`src/rtl/cflag_pkg.sv`:
```
// Shared types for the cascaded CAM status flag unit.
// Assumes: flags are kept active-high inside; only the top inverts them.
package cflag_pkg;

    // Summary of one compare: at least one valid hit, two or more valid hits.
    typedef struct packed {
        logic any;
        logic multi;
    } hit_sum_t;

endpackage

```
`src/rtl/cflag_hit_sum.sv`:
```
// Reduces the per-entry compare result to "one or more" and "two or more"
// valid hits.
// Assumes: a hit only counts where the entry's valid bit is set.
module cflag_hit_sum
    import cflag_pkg::*;
#(
    parameter int ENTRIES = 16
) (
    input  logic [ENTRIES-1:0] valid,
    input  logic [ENTRIES-1:0] hit,
    output hit_sum_t           sum
);

    logic [ENTRIES-1:0] qual;

    // Keep only the hits on valid entries.
    assign qual = valid & hit;

    // Linear scan: a second hit raises multi once any is already set.
    always_comb begin
        sum = '0;
        for (int i = 0; i < ENTRIES; i++) begin
            if (qual[i]) begin
                sum.multi = sum.multi | sum.any;
                sum.any   = 1'b1;
            end
        end
    end

endmodule

```
`src/rtl/cflag_hold.sv`:
```
// Holds the compare summary from the last strobe.
// Assumes: a register-set change clears the summary and wins over a strobe
// in the same cycle; reset is synchronous and active low.
module cflag_hold
    import cflag_pkg::*;
(
    input  logic     clk,
    input  logic     rst_n,
    input  logic     cmp_stb,
    input  logic     set_chg,
    input  hit_sum_t sum,
    output hit_sum_t held
);

    // Capture on a strobe, clear on a set change or reset.
    always_ff @(posedge clk) begin
        if (!rst_n)       held <= '0;
        else if (set_chg) held <= '0;
        else if (cmp_stb) held <= sum;
    end

endmodule

```
`src/rtl/cflag_full_chain.sv`:
```
// Fullness chain stage: forms full-out from this device's empty vector and
// full-in, and marks the device that holds the next free location.
// Assumes: full-in is active low and is tied low on the first device.
module cflag_full_chain #(
    parameter int ENTRIES = 16
) (
    input  logic [ENTRIES-1:0] empty,
    input  logic               full_en,
    input  logic               fi_n,
    output logic               fo_n,
    output logic               next_free
);

    logic dev_full;

    // The device is full when no entry reports empty.
    assign dev_full = ~(|empty);

    // Chain full when enabled; plain pass-through otherwise.
    always_comb begin
        if (full_en) fo_n = ~(dev_full & ~fi_n);
        else         fo_n = fi_n;
    end

    // Next free sits where the chain above is full but this stage is not.
    assign next_free = ~fi_n & fo_n;

endmodule

```
`src/rtl/cam_flag_unit.sv`:
```
// Top of the cascaded CAM status flag unit: device match flags and the
// match and fullness daisy chains.
// Assumes: all chain signals are active low; the first device has mi_n=1
// and fi_n=0.
module cam_flag_unit
    import cflag_pkg::*;
#(
    parameter int ENTRIES = 16
) (
    input  logic               clk,
    input  logic               rst_n,
    input  logic [ENTRIES-1:0] entry_valid,
    input  logic [ENTRIES-1:0] entry_empty,
    input  logic [ENTRIES-1:0] entry_hit,
    input  logic               cmp_stb,
    input  logic               set_chg,
    input  logic               full_en,
    input  logic               mi_n,
    input  logic               fi_n,
    output logic               ma_n,
    output logic               mm_n,
    output logic               mo_n,
    output logic               fo_n,
    output logic               next_free
);

    hit_sum_t cur_sum;
    hit_sum_t held_sum;

    cflag_hit_sum #(.ENTRIES(ENTRIES)) i_sum (
        .valid (entry_valid),
        .hit   (entry_hit),
        .sum   (cur_sum)
    );

    cflag_hold i_hold (
        .clk     (clk),
        .rst_n   (rst_n),
        .cmp_stb (cmp_stb),
        .set_chg (set_chg),
        .sum     (cur_sum),
        .held    (held_sum)
    );

    cflag_full_chain #(.ENTRIES(ENTRIES)) i_full (
        .empty     (entry_empty),
        .full_en   (full_en),
        .fi_n      (fi_n),
        .fo_n      (fo_n),
        .next_free (next_free)
    );

    // Device flags leave the block active low.
    assign ma_n = ~held_sum.any;
    assign mm_n = ~held_sum.multi;

    // Priority chain: a match above or a held match here pulls match-out low.
    assign mo_n = mi_n & ~held_sum.any;

endmodule

```
`config.mk`:
```
export PLATFORM = sky130hd
export DESIGN_NAME = cam_flag_unit
export DESIGN_NICKNAME = d
export VERILOG_FILES = /design/src/rtl/cflag_pkg.sv /design/src/rtl/cflag_hit_sum.sv /design/src/rtl/cflag_hold.sv /design/src/rtl/cflag_full_chain.sv /design/src/rtl/cam_flag_unit.sv
export SDC_FILE = /design/constraint.sdc
export NUM_CORES = 1
export LEC_CHECK = 0
export BUFFER_PORTS_ARGS = -buffer_cell sky130_fd_sc_hd__buf_2
export CAP_MARGIN = 0
export CELL_PAD_IN_SITES_DETAIL_PLACEMENT = 0
export CELL_PAD_IN_SITES_GLOBAL_PLACEMENT = 1
export CORE_MARGIN = 2
export CORE_UTILIZATION = 14
export DETAILED_ROUTE_END_ITERATION = 12
export PLACE_DENSITY_LB_ADDON = 0.05
export SLEW_MARGIN = 25
export SYNTH_ARGS = -nofsm -noshare
export SYNTH_HDL_FRONTEND = slang
export SYNTH_SLANG_ARGS = --single-unit
```
`constraint.sdc`:
```
create_clock -name clk -period 1.95 [get_ports clk]
set_input_delay 0.2925 -clock clk [delete_from_list [all_inputs] [get_ports clk]]
set_output_delay 0.2925 -clock clk [all_outputs]
set_load 0.03 [all_outputs]
```
==> results of run 1 <==
==> layout make-up <==
type / count / area (um2)
well taps: 30 / 37.54
clock buffers: 3 / 22.52
multi-input cells: 47 / 305.3
repair buffers: 61 / 310.3
flip-flops and latches: 2 / 40.04
inverters: 2 / 7.507
fillers: 283 / 1709
==> kinds of logic after synthesis <==
logic type	share of synthesized area, %
adder cells (fa/ha/maj)	8.511
buffers and inverters	2.128
flip-flops	11.35
AO/OA/AOI/OAI	36.52
AND/OR/NAND/NOR	41.49
==> Yosys cell counts <==
cell type	number
and2_0	1
a222oi_1	3
nand3_1	2
and3_2	1
nand2b_1	1
maj3_1	3
a22oi_1	1
a311o_1	1
a31oi_1	3
nand2_1	11
and4_1	1
nor2_1	1
or2_1	1
a22o_1	1
a221o_2	1
o21ai_0	3
inv_1	2
a21oi_1	1
nand4_1	3
nor4_1	4
a211oi_1	1
dfxtp_1	2
a2111oi_2	1
nor2b_1	2
==> critical path, stage by stage <==
cell and delay (ps):
buf_2 100, a222oi_1 430, nand4_1 230, a2111oi_2 380, or2_1 160, a31oi_1 70
==> metal layers <==
layer  wire, um  global-route usage [%]  vias to the layer above
li1           -                       -                      340
met1        513                   9.344                      262
met2        670                   17.47                       39
met3        152                  0.2778                        0
met4          0                   6.250                        0
met5          0                       0                        -
==> power by group <==
group          internal, mW  total [mW]  switching, mW
Clock                0.0678      0.0903         0.0226
Sequential           0.0433      0.0444        0.00107
Combinational        0.0692       0.128         0.0589
Total                 0.180       0.263         0.0825
==> placed cells by master (no fill, tap or decap), types with 2 or more instances in the layout <==
master / netlist / final
a222oi_1: 3 / 3
a31oi_1: 3 / 3
buf_2: 0 / 59
buf_4: 0 / 2
clkbuf_4: 0 / 3
dfxtp_1: 2 / 2
inv_1: 2 / 2
maj3_1: 3 / 3
nand2_1: 11 / 11
nand3_1: 2 / 2
nand4_1: 3 / 3
nor2b_1: 2 / 2
nor4_1: 4 / 4
o21ai_0: 3 / 3
==> stage by stage <==
stage / cells / hold slack (ps) / power (mW) / util (%)
6_report: 145 / 316.9 / 0.2628 / 29.73
5_1_grt: 145 / 320.1 / 0.2882 / 29.73
2_1_floorplan: 51 / 392.7 / 0.09623 / -
4_1_cts: 145 / 314.5 / 0.2714 / 29.73
3_3_place_gp: 142 / 552.9 / 0.1731 / 28.81
3_5_place_dp: 142 / 554.1 / 0.1737 / 28.81
==> final timing paths <==
check | depth (start not counted) | end | from | slack, ps
worst max-delay path | 6 | i_hold.held[0]$_SDFFE_PP0P_ | entry_valid[8] | 390
worst min-delay path | 2 | i_hold.held[1]$_SDFFE_PP0P_ | cmp_stb | 320
worst max register to register | 2 | i_hold.held[1]$_SDFFE_PP0P_ | i_hold.held[1]$_SDFFE_PP0P_ | 1310
worst min register to register | 2 | i_hold.held[1]$_SDFFE_PP0P_ | i_hold.held[1]$_SDFFE_PP0P_ | 550
==> run summary, run 1 <==
Max-cap violations: 0
Vertical extent of the die: 54.20 um
Number of failing setup endpoints in the final timing report: 0
Cell Rows: 18
Gate Count Post-Synth: 51
FMAX: 640.2 MHz
Via/cell ratio: 4.421
Class of the most critical hold timing path: input pin to register
1st-pass router iterations: 4
Worst Path Arrival: 1660 ps
Final Hold Violating Endpoints: 0
Final Max Tran Viols: 0
Largest net degree at the start of global routing: 6
Pleak: 0.3608 nW
Proportion of layout cells with a drive suffix above 1: 58.26%
Clock-pin slew on the worst setup and hold paths: 30 ps
Setup repair after global routing missed its margin: false
Starting density of the core: 14.51%
Power per unit of standard cell area: 363.4 nW/um2
Placer congestion estimate: 0.6802
Overall die area: 2938 um2
Final Routed Wirelength: 1336 um
Master cell of the clock root buffer: clkbuf_4
Maximum clock skew at final layout: 0 ps
Vias after detailed routing: 641
Setup bufs post-CTS: 0
Core area: 2432 um2
Maximum VDD drop: 134.1 uV
Largest reg by FF count: i_hold.held
Dpl ws: 124.2 ps
Clock buffers created by TritonCTS: 3
Critical path launch point type: input pin
Clock latency at the later pin of the worst-skew pair: 220 ps
Outcome: complete, no violations
Measured slew at the worst slew-check pin: 410.5 ps
Distinct cell type count after synthesis: 24
Critical Path End Type: register
Max Buffers Root-to-Sink: 2
Syn Std Cell Area: 352.8 um2
Placed standard-cell area: 700.7 um2
Number of nets in the layout: 172
Critical path peak fanout: 3
All-layer global routing usage: 9.112%
Remaining antenna violation count: 0
Cell type with the largest total area after synthesis: nand2_1
Initial antenna violation count: 0
Overall overflow remaining after global route: 0
Average wire per cell in the routed design: 9.214 um
Part of the Yosys area used for sequential elements: 11.35%
Final worst path period need: 1562 ps
Post-route worst setup slack: 388.0 ps
Placed wire-length estimate: 1212 um
Final period util: 80.10%
Flip-flop count of the largest register after layout: 2
Final design area excluding fillers: 723.2 um2
Number of buffer cells added on primary ports: 59
Diodes inserted: 0
Detailed router's first-iteration violation count: 12
Top cell type's share of synthesized area: 11.70%
Per-instance average area after synthesis: 6.918 um2
Number of instances resized during post-cts repair: 0
Global-route wire length before repair: 1952 um
I/O pin count: 60
Post-route DRC: 0
Syn-to-layout area delta: 105.0%
Overall die width: 54.20 um
Cells taking the most area after synthesis: nand2_1 12%, dfxtp_1 11%, a222oi_1 8.5%, maj3_1 8.5%, nor4_1 7.1%
CTS Hold Buffers Added: 0
Sum of negative setup slack: 0 ps
Top flop regs: i_hold.held (2)
Htree depth: 1
CTS tree: built
Type of the setup path with the least slack: input pin to register
CTS Sinks: 2
Critical Path RT: 2050 ps
Number of global-route vias before repair: 557
Max-slew headroom at the worst pin: 72.63%
Post-synthesis net count: 106
Register bit count reported by yosys: 2
YS warnings: 0
(Power assumes the default switching activity.)
==> inputs of run 2 (changes only) <==
==> constraint.sdc (replaced) <==
create_clock -name clk -period 1.5 [get_ports clk]
set_input_delay 0.225 -clock clk [delete_from_list [all_inputs] [get_ports clk]]
set_output_delay 0.225 -clock clk [all_outputs]
set_load 0.03 [all_outputs]
==> run summary, run 2 (synthesis gave the netlist of run 1 again) <==
Detailed router's first-iteration violation count: 16 (was 12)
Commonest non-fill, non-tap cell in the layout: buf_2 (unchanged)
FMAX: 674.1 MHz
Setup repair after global routing missed its margin: true (was false)
Clock-pin slew on the worst setup and hold paths: 30 ps (about the same)
Placer congestion estimate: 0.6852 (was 0.6802)
Type of the setup path with the least slack: input pin to register (unchanged)
Master cell of the clock root buffer: clkbuf_4 (unchanged)
Combined flip-flop and latch cell area: 40.04 um2 (unchanged)
Class of the most critical hold timing path: input pin to register (unchanged)
All-layer global routing usage: 9.448% (was 9.112%)
Clock latency at the later pin of the worst-skew pair: 220 ps (about the same)
Measured slew at the worst slew-check pin: 413.0 ps (was 410.5 ps)
Remaining antenna violation count: 0 (unchanged)
Final worst path period need: 1484 ps
Flip-flop count of the largest register after layout: 2 (unchanged)
Vias after detailed routing: 664 (was 641)
Highest-utilization routing layer at the global route stage: met2 (unchanged)
Final period util: 98.90%
Starting density of the core: 14.51% (unchanged)
Met2 routing resource usage after global routing: 18.47% (was 17.47%)
Critical Path End Type: register (unchanged)
Initial antenna violation count: 0 (unchanged)
Average wire per cell in the routed design: 9.169 um (was 9.214 um)
Number of buffer cells added on primary ports: 59 (unchanged)
Top flop regs: i_hold.held (2) (unchanged)
Worst Path Arrival: 1590 ps (was 1660 ps)
CTS Sinks: 2 (unchanged)
Number of nets in the layout: 175 (was 172)
Global-route wire length before repair: 1987 um (was 1952 um)
Number of global-route vias before repair: 564 (was 557)
Largest reg by FF count: i_hold.held (unchanged)
Most used cells in the layout excluding fill and tap cells: 56 x buf_2, 11 x nand2_1, 5 x buf_4 (was 59 x buf_2, 11 x nand2_1, 4 x nor4_1)
Overall die width: 54.20 um (unchanged)
Proportion of layout cells with a drive suffix above 1: 60.17% (was 58.26%)
Max-cap violations: 0 (unchanged)
Core area: 2432 um2 (unchanged)
Number of failing setup endpoints in the final timing report: 0 (unchanged)
I/O pin count: 60 (unchanged)
Cell family contributing the most delay on the critical path: compound AO/OA/AOI/OAI gates (unchanged)
Critical path launch point type: input pin (unchanged)
Power per unit of standard cell area: 463.8 nW/um2 (was 363.4 nW/um2)
Overall die area: 2938 um2 (unchanged)
CTS tree: built (unchanged)
Final Routed Wirelength: 1357 um (was 1336 um)
Pleak: 0.3835 nW (was 0.3608 nW)
Syn-to-layout area delta: 121.3% (was 105.0%)
Overall overflow remaining after global route: 0 (unchanged)
1st-pass router iterations: 5 (was 4)
Met3 usage in global routing: 0.5556% (was 0.2778%)
Post-layout utilization of the core: 32.10% (was 29.73%)
CTS Hold Buffers Added: 0 (unchanged)
Maximum VDD drop: 249.7 uV (was 134.1 uV)
Critical Path Max Stage Delay: 430 ps (about the same)
Series of cell instances along the critical path: buf_6, a222oi_1, buf_4, nand4_1, a221o_2, o21ai_2, a31oi_1 (was buf_2, a222oi_1, nand4_1, a2111oi_2, or2_1, a31oi_1)
Maximum clock skew at final layout: 0 ps (unchanged)
Diodes inserted: 0 (unchanged)
Via/cell ratio: 4.486 (was 4.421)
Max Buffers Root-to-Sink: 2 (unchanged)
Final Hold Violating Endpoints: 0 (unchanged)
Met1 usage: 8.838% (was 9.344%)
Vertical extent of the die: 54.20 um (unchanged)
Largest net degree at the start of global routing: 6 (unchanged)
Max-slew headroom at the worst pin: 72.47% (was 72.63%)
Clock buffers created by TritonCTS: 3 (unchanged)
Final Max Tran Viols: 0 (unchanged)
Slowest cell on the critical path: a221o_2 (was a222oi_1)
Htree depth: 1 (unchanged)
Layout filler cell count: 264 (was 283)
Critical Path RT: 1600 ps (was 2050 ps)
Outcome: complete, no violations (unchanged)
Worst Path Buf+Inv: 2 (was 1)
Post-route DRC: 0 (unchanged)
Sum of negative setup slack: 0 ps (unchanged)
Critical path peak fanout: 3 (unchanged)
Cell Rows: 18 (unchanged)
Multi-input gate area in the final layout: 321.6 um2 (was 305.3 um2)
## run 2: area by class of cell
cell class	instances	area share (%)
flip-flops and latches	2	5.128
well taps	30	4.808
inverters	2	0.9615
clock buffers	3	2.885
repair buffers	64	45.03
multi-input cells	47	41.19
## run 2: worst register-to-register path: stages, from the launching register on
cell	delay (ps)
dfxtp_1	310
o21ai_0	170
a31oi_1	60
## run 2: worst paths after layout
kind | from | to | slack (ps) | cells after the start
worst max-delay path | entry_valid[4] | i_hold.held[0]$_SDFFE_PP0P_ | 20 | 7
worst max register to register | i_hold.held[1]$_SDFFE_PP0P_ | i_hold.held[1]$_SDFFE_PP0P_ | 840 | 2
worst min-delay path | cmp_stb | i_hold.held[1]$_SDFFE_PP0P_ | 250 | 2
worst min register to register | i_hold.held[0]$_SDFFE_PP0P_ | i_hold.held[0]$_SDFFE_PP0P_ | 560 | 2
## run 2: routing by layer
layer	up-vias	share of wire, %
li1	345	-
met1	278	33
met2	41	54
met3	0	13
met4	0	0
met5	-	0
## run 2: power by group
group	leakage, nW	total [mW]	switching, mW	internal [mW]
Sequential	0.0165	0.0576	0.00131	0.0563
Clock	0.0138	0.120	0.0319	0.0884
Combinational	0.353	0.184	0.0816	0.103
## run 2: per-stage QoR
| stage | instance area [um2] | std cells | total power [mW] | hold WS [ps] | worst slack, ps |
|---|---|---|---|---|---|
| 2_1_floorplan | 352.8 | 51 | 0.1250 | 325.2 | 4.733 |
| 3_3_place_gp | 708.2 | 143 | 0.2280 | 493.2 | -168.6 |
| 3_5_place_dp | 708.2 | 143 | 0.2286 | 489.8 | -209.1 |
| 4_1_cts | 730.7 | 146 | 0.3574 | 245.9 | 32.29 |
| 5_1_grt | 780.7 | 148 | 0.3936 | 262.2 | -153.5 |
| 6_report | 780.7 | 148 | 0.3621 | 247.7 | 16.44 |
## run 2: repair_timing
item | 4_1_cts | 5_1_grt
buffers inserted | 0 | 2
setup endpoints to repair | 0 | 2
resized for setup | 0 | 6
==> inputs of run 3 (changes only) <==
--- a/config.mk
+++ b/config.mk
@@ -13,6 +13,7 @@
 export CORE_UTILIZATION = 14
 export DETAILED_ROUTE_END_ITERATION = 12
 export PLACE_DENSITY_LB_ADDON = 0.05
+export REMOVE_ABC_BUFFERS = 1
 export SLEW_MARGIN = 25
 export SYNTH_ARGS = -nofsm -noshare
 export SYNTH_HDL_FRONTEND = slang
==> run summary, run 3 (synthesis gave the netlist of run 1 again) <==
Outcome: complete, no violations (unchanged)
Placer congestion estimate: 0.6845 (was 0.6852)
Critical Path RT: 1600 ps (about the same)
Vias after detailed routing: 677 (was 664)
Core area: 2432 um2 (unchanged)
Critical Path End Type: register (unchanged)
Part of the power in registers: 16.2% (was 15.9%)
Class of the most critical hold timing path: input pin to register (unchanged)
Critical path launch point type: input pin (unchanged)
Post-layout utilization of the core: 32.00% (was 32.10%)
Setup repair after global routing missed its margin: true (unchanged)
Measured slew at the worst slew-check pin: 287.8 ps (was 413.0 ps)
Final design area excluding fillers: 778.2 um2 (was 780.7 um2)
Largest net degree at the start of global routing: 6 (unchanged)
Syn-to-layout area delta: 120.6% (was 121.3%)
Overall die area: 2938 um2 (unchanged)
Largest reg by FF count: i_hold.held (unchanged)
Worst Path Buf+Inv: 2 (unchanged)
Clock buffers created by TritonCTS: 3 (unchanged)
Starting density of the core: 14.51% (unchanged)
Slowest cell on the critical path: a221o_2 (unchanged)
Type of the setup path with the least slack: input pin to register (unchanged)
Cell Rows: 18 (unchanged)
Flip-flop count of the largest register after layout: 2 (unchanged)
Top flop regs: i_hold.held (2) (unchanged)
Max-cap violations: 0 (unchanged)
Clock Power Share: 32.4% (was 33.2%)
Final Routed Wirelength: 1343 um (was 1357 um)
Number of nets in the layout: 176 (was 175)
Number of failing setup endpoints in the final timing report: 0 (unchanged)
Final period util: 96.27% (was 98.90%)
Cell family contributing the most delay on the critical path: compound AO/OA/AOI/OAI gates (unchanged)
Final Hold Violating Endpoints: 0 (unchanged)
Overall die width: 54.20 um (unchanged)
Placed standard-cell area: 708.2 um2 (unchanged)
Initial antenna violation count: 0 (unchanged)
Net switching power: 0.1098 mW (was 0.1148 mW)
Master cell of the clock root buffer: clkbuf_4 (unchanged)
All-layer global routing usage: 8.879% (was 9.448%)
Vertical extent of the die: 54.20 um (unchanged)
FMAX: 692.5 MHz (was 674.1 MHz)
I/O pin count: 60 (unchanged)
Sum of negative setup slack: 0 ps (unchanged)
Critical Path Max Stage Delay: 370 ps (was 430 ps)
Proportion of layout cells with a drive suffix above 1: 59.66% (was 60.17%)
Remaining antenna violation count: 0 (unchanged)
Most used cells in the layout excluding fill and tap cells: 57 x buf_2, 11 x nand2_1, 6 x buf_4 (was 56 x buf_2, 11 x nand2_1, 5 x buf_4)
CTS tree: built (unchanged)
Clock-pin slew on the worst setup and hold paths: 30 ps (about the same)
Average wire per cell in the routed design: 9.013 um (was 9.169 um)
CTS Sinks: 2 (unchanged)
Cell internal pwr: 0.2474 mW (was 0.2473 mW)
Final worst path period need: 1444 ps (was 1484 ps)
Max Buffers Root-to-Sink: 2 (unchanged)
Number of global-route vias before repair: 557 (was 564)
Pleak: 0.3848 nW (was 0.3835 nW)
Overall overflow remaining after global route: 0 (unchanged)
Final Max Tran Viols: 0 (unchanged)
Max-slew headroom at the worst pin: 80.82% (was 72.47%)
Maximum clock skew at final layout: 0 ps (unchanged)
Total power of the final layout: 0.3572 mW (was 0.3621 mW)
Detailed router's first-iteration violation count: 7 (was 16)
Global-route wire length before repair: 1897 um (was 1987 um)
Worst Path Arrival: 1540 ps (was 1590 ps)
Htree depth: 1 (unchanged)
Via/cell ratio: 4.544 (was 4.486)
Commonest non-fill, non-tap cell in the layout: buf_2 (unchanged)
1st-pass router iterations: 4 (was 5)
Relative contribution of combinational cells to total power: 51.4% (was 50.9%)
Post-route DRC: 0 (unchanged)
Non-filler instance count after layout: 149 (was 148)
Critical path peak fanout: 3 (unchanged)
Diodes inserted: 0 (unchanged)
# placed instances: 143 (unchanged)
Layout filler cell count: 285 (was 264)
Clock latency at the later pin of the worst-skew pair: 220 ps (about the same)
Series of cell instances along the critical path: buf_2, a222oi_1, buf_4, nand4_1, a221o_2, o21ai_1, a31oi_1 (was buf_6, a222oi_1, buf_4, nand4_1, a221o_2, o21ai_2, a31oi_1)
Maximum VDD drop: 189.8 uV (was 249.7 uV)
Share of total power consumed by net switching: 30.75% (was 31.70%)
Power per unit of standard cell area: 459.0 nW/um2 (was 463.8 nW/um2)
Number of buffer cells added on primary ports: 59 (unchanged)
-- run 3: per-stage QoR --
stage / setup WS, ps / hold slack [ps]
2_1_floorplan: -47.25 / 325.2
3_3_place_gp: -193.5 / 509.2
3_5_place_dp: -253.1 / 495.2
4_1_cts: 10.11 / 261.3
5_1_grt: -18.19 / 275.1
6_report: 55.92 / 260.9
-- run 3: layout make-up --
class                      instances  area (um2)  area share, %
clock buffer                       3       22.52          2.894
multi-input combinational         47       317.8          40.84
timing repair buffer              65       352.8          45.34
inverter                           2       7.507         0.9646
sequential                         2       40.04          5.145
tap                               30       37.54          4.823
-- run 3: timing repair --
action,CTS,global route
hold endpoints to repair,0,0
setup endpoints to repair,1,2
gates resized for setup,0,4
pin swaps,1,3
setup buffers,1,2
hold buffers,0,0
-- run 3: layer usage --
metal  track usage, %  routed length (um)  up-vias
met1            9.002                 491      287
met4            7.500                   0        0
li1                 -                   -      347
met3           0.5556                 179        0
met2            16.27                 673       43
met5                0                   0        -
-- run 3: worst paths after layout --
kind	startpoint	to	slack, ps	cells after the start
max	entry_valid[4]	i_hold.held[0]$_SDFFE_PP0P_	60	7
min	cmp_stb	i_hold.held[1]$_SDFFE_PP0P_	260	2
max reg2reg	i_hold.held[1]$_SDFFE_PP0P_	i_hold.held[1]$_SDFFE_PP0P_	840	2
min reg2reg	i_hold.held[0]$_SDFFE_PP0P_	i_hold.held[0]$_SDFFE_PP0P_	570	2
-- run 3: worst reg2reg max path, stage by stage, from the launching register on --
cell and delay [ps]:
dfxtp_1 310, o21ai_0 170, a31oi_1 60
-- run 3: power by group through the flow --
stage / Sequential [mW] / Clock [mW] / Combinational [mW]
2_1_floorplan: 0.0581 / 0 / 0.0670
3_3_place_gp: 0.0583 / 0 / 0.170
3_5_place_dp: 0.0585 / 0 / 0.170
4_1_cts: 0.0578 / 0.125 / 0.174
5_1_grt: 0.0579 / 0.123 / 0.204
6_report: 0.0578 / 0.116 / 0.184
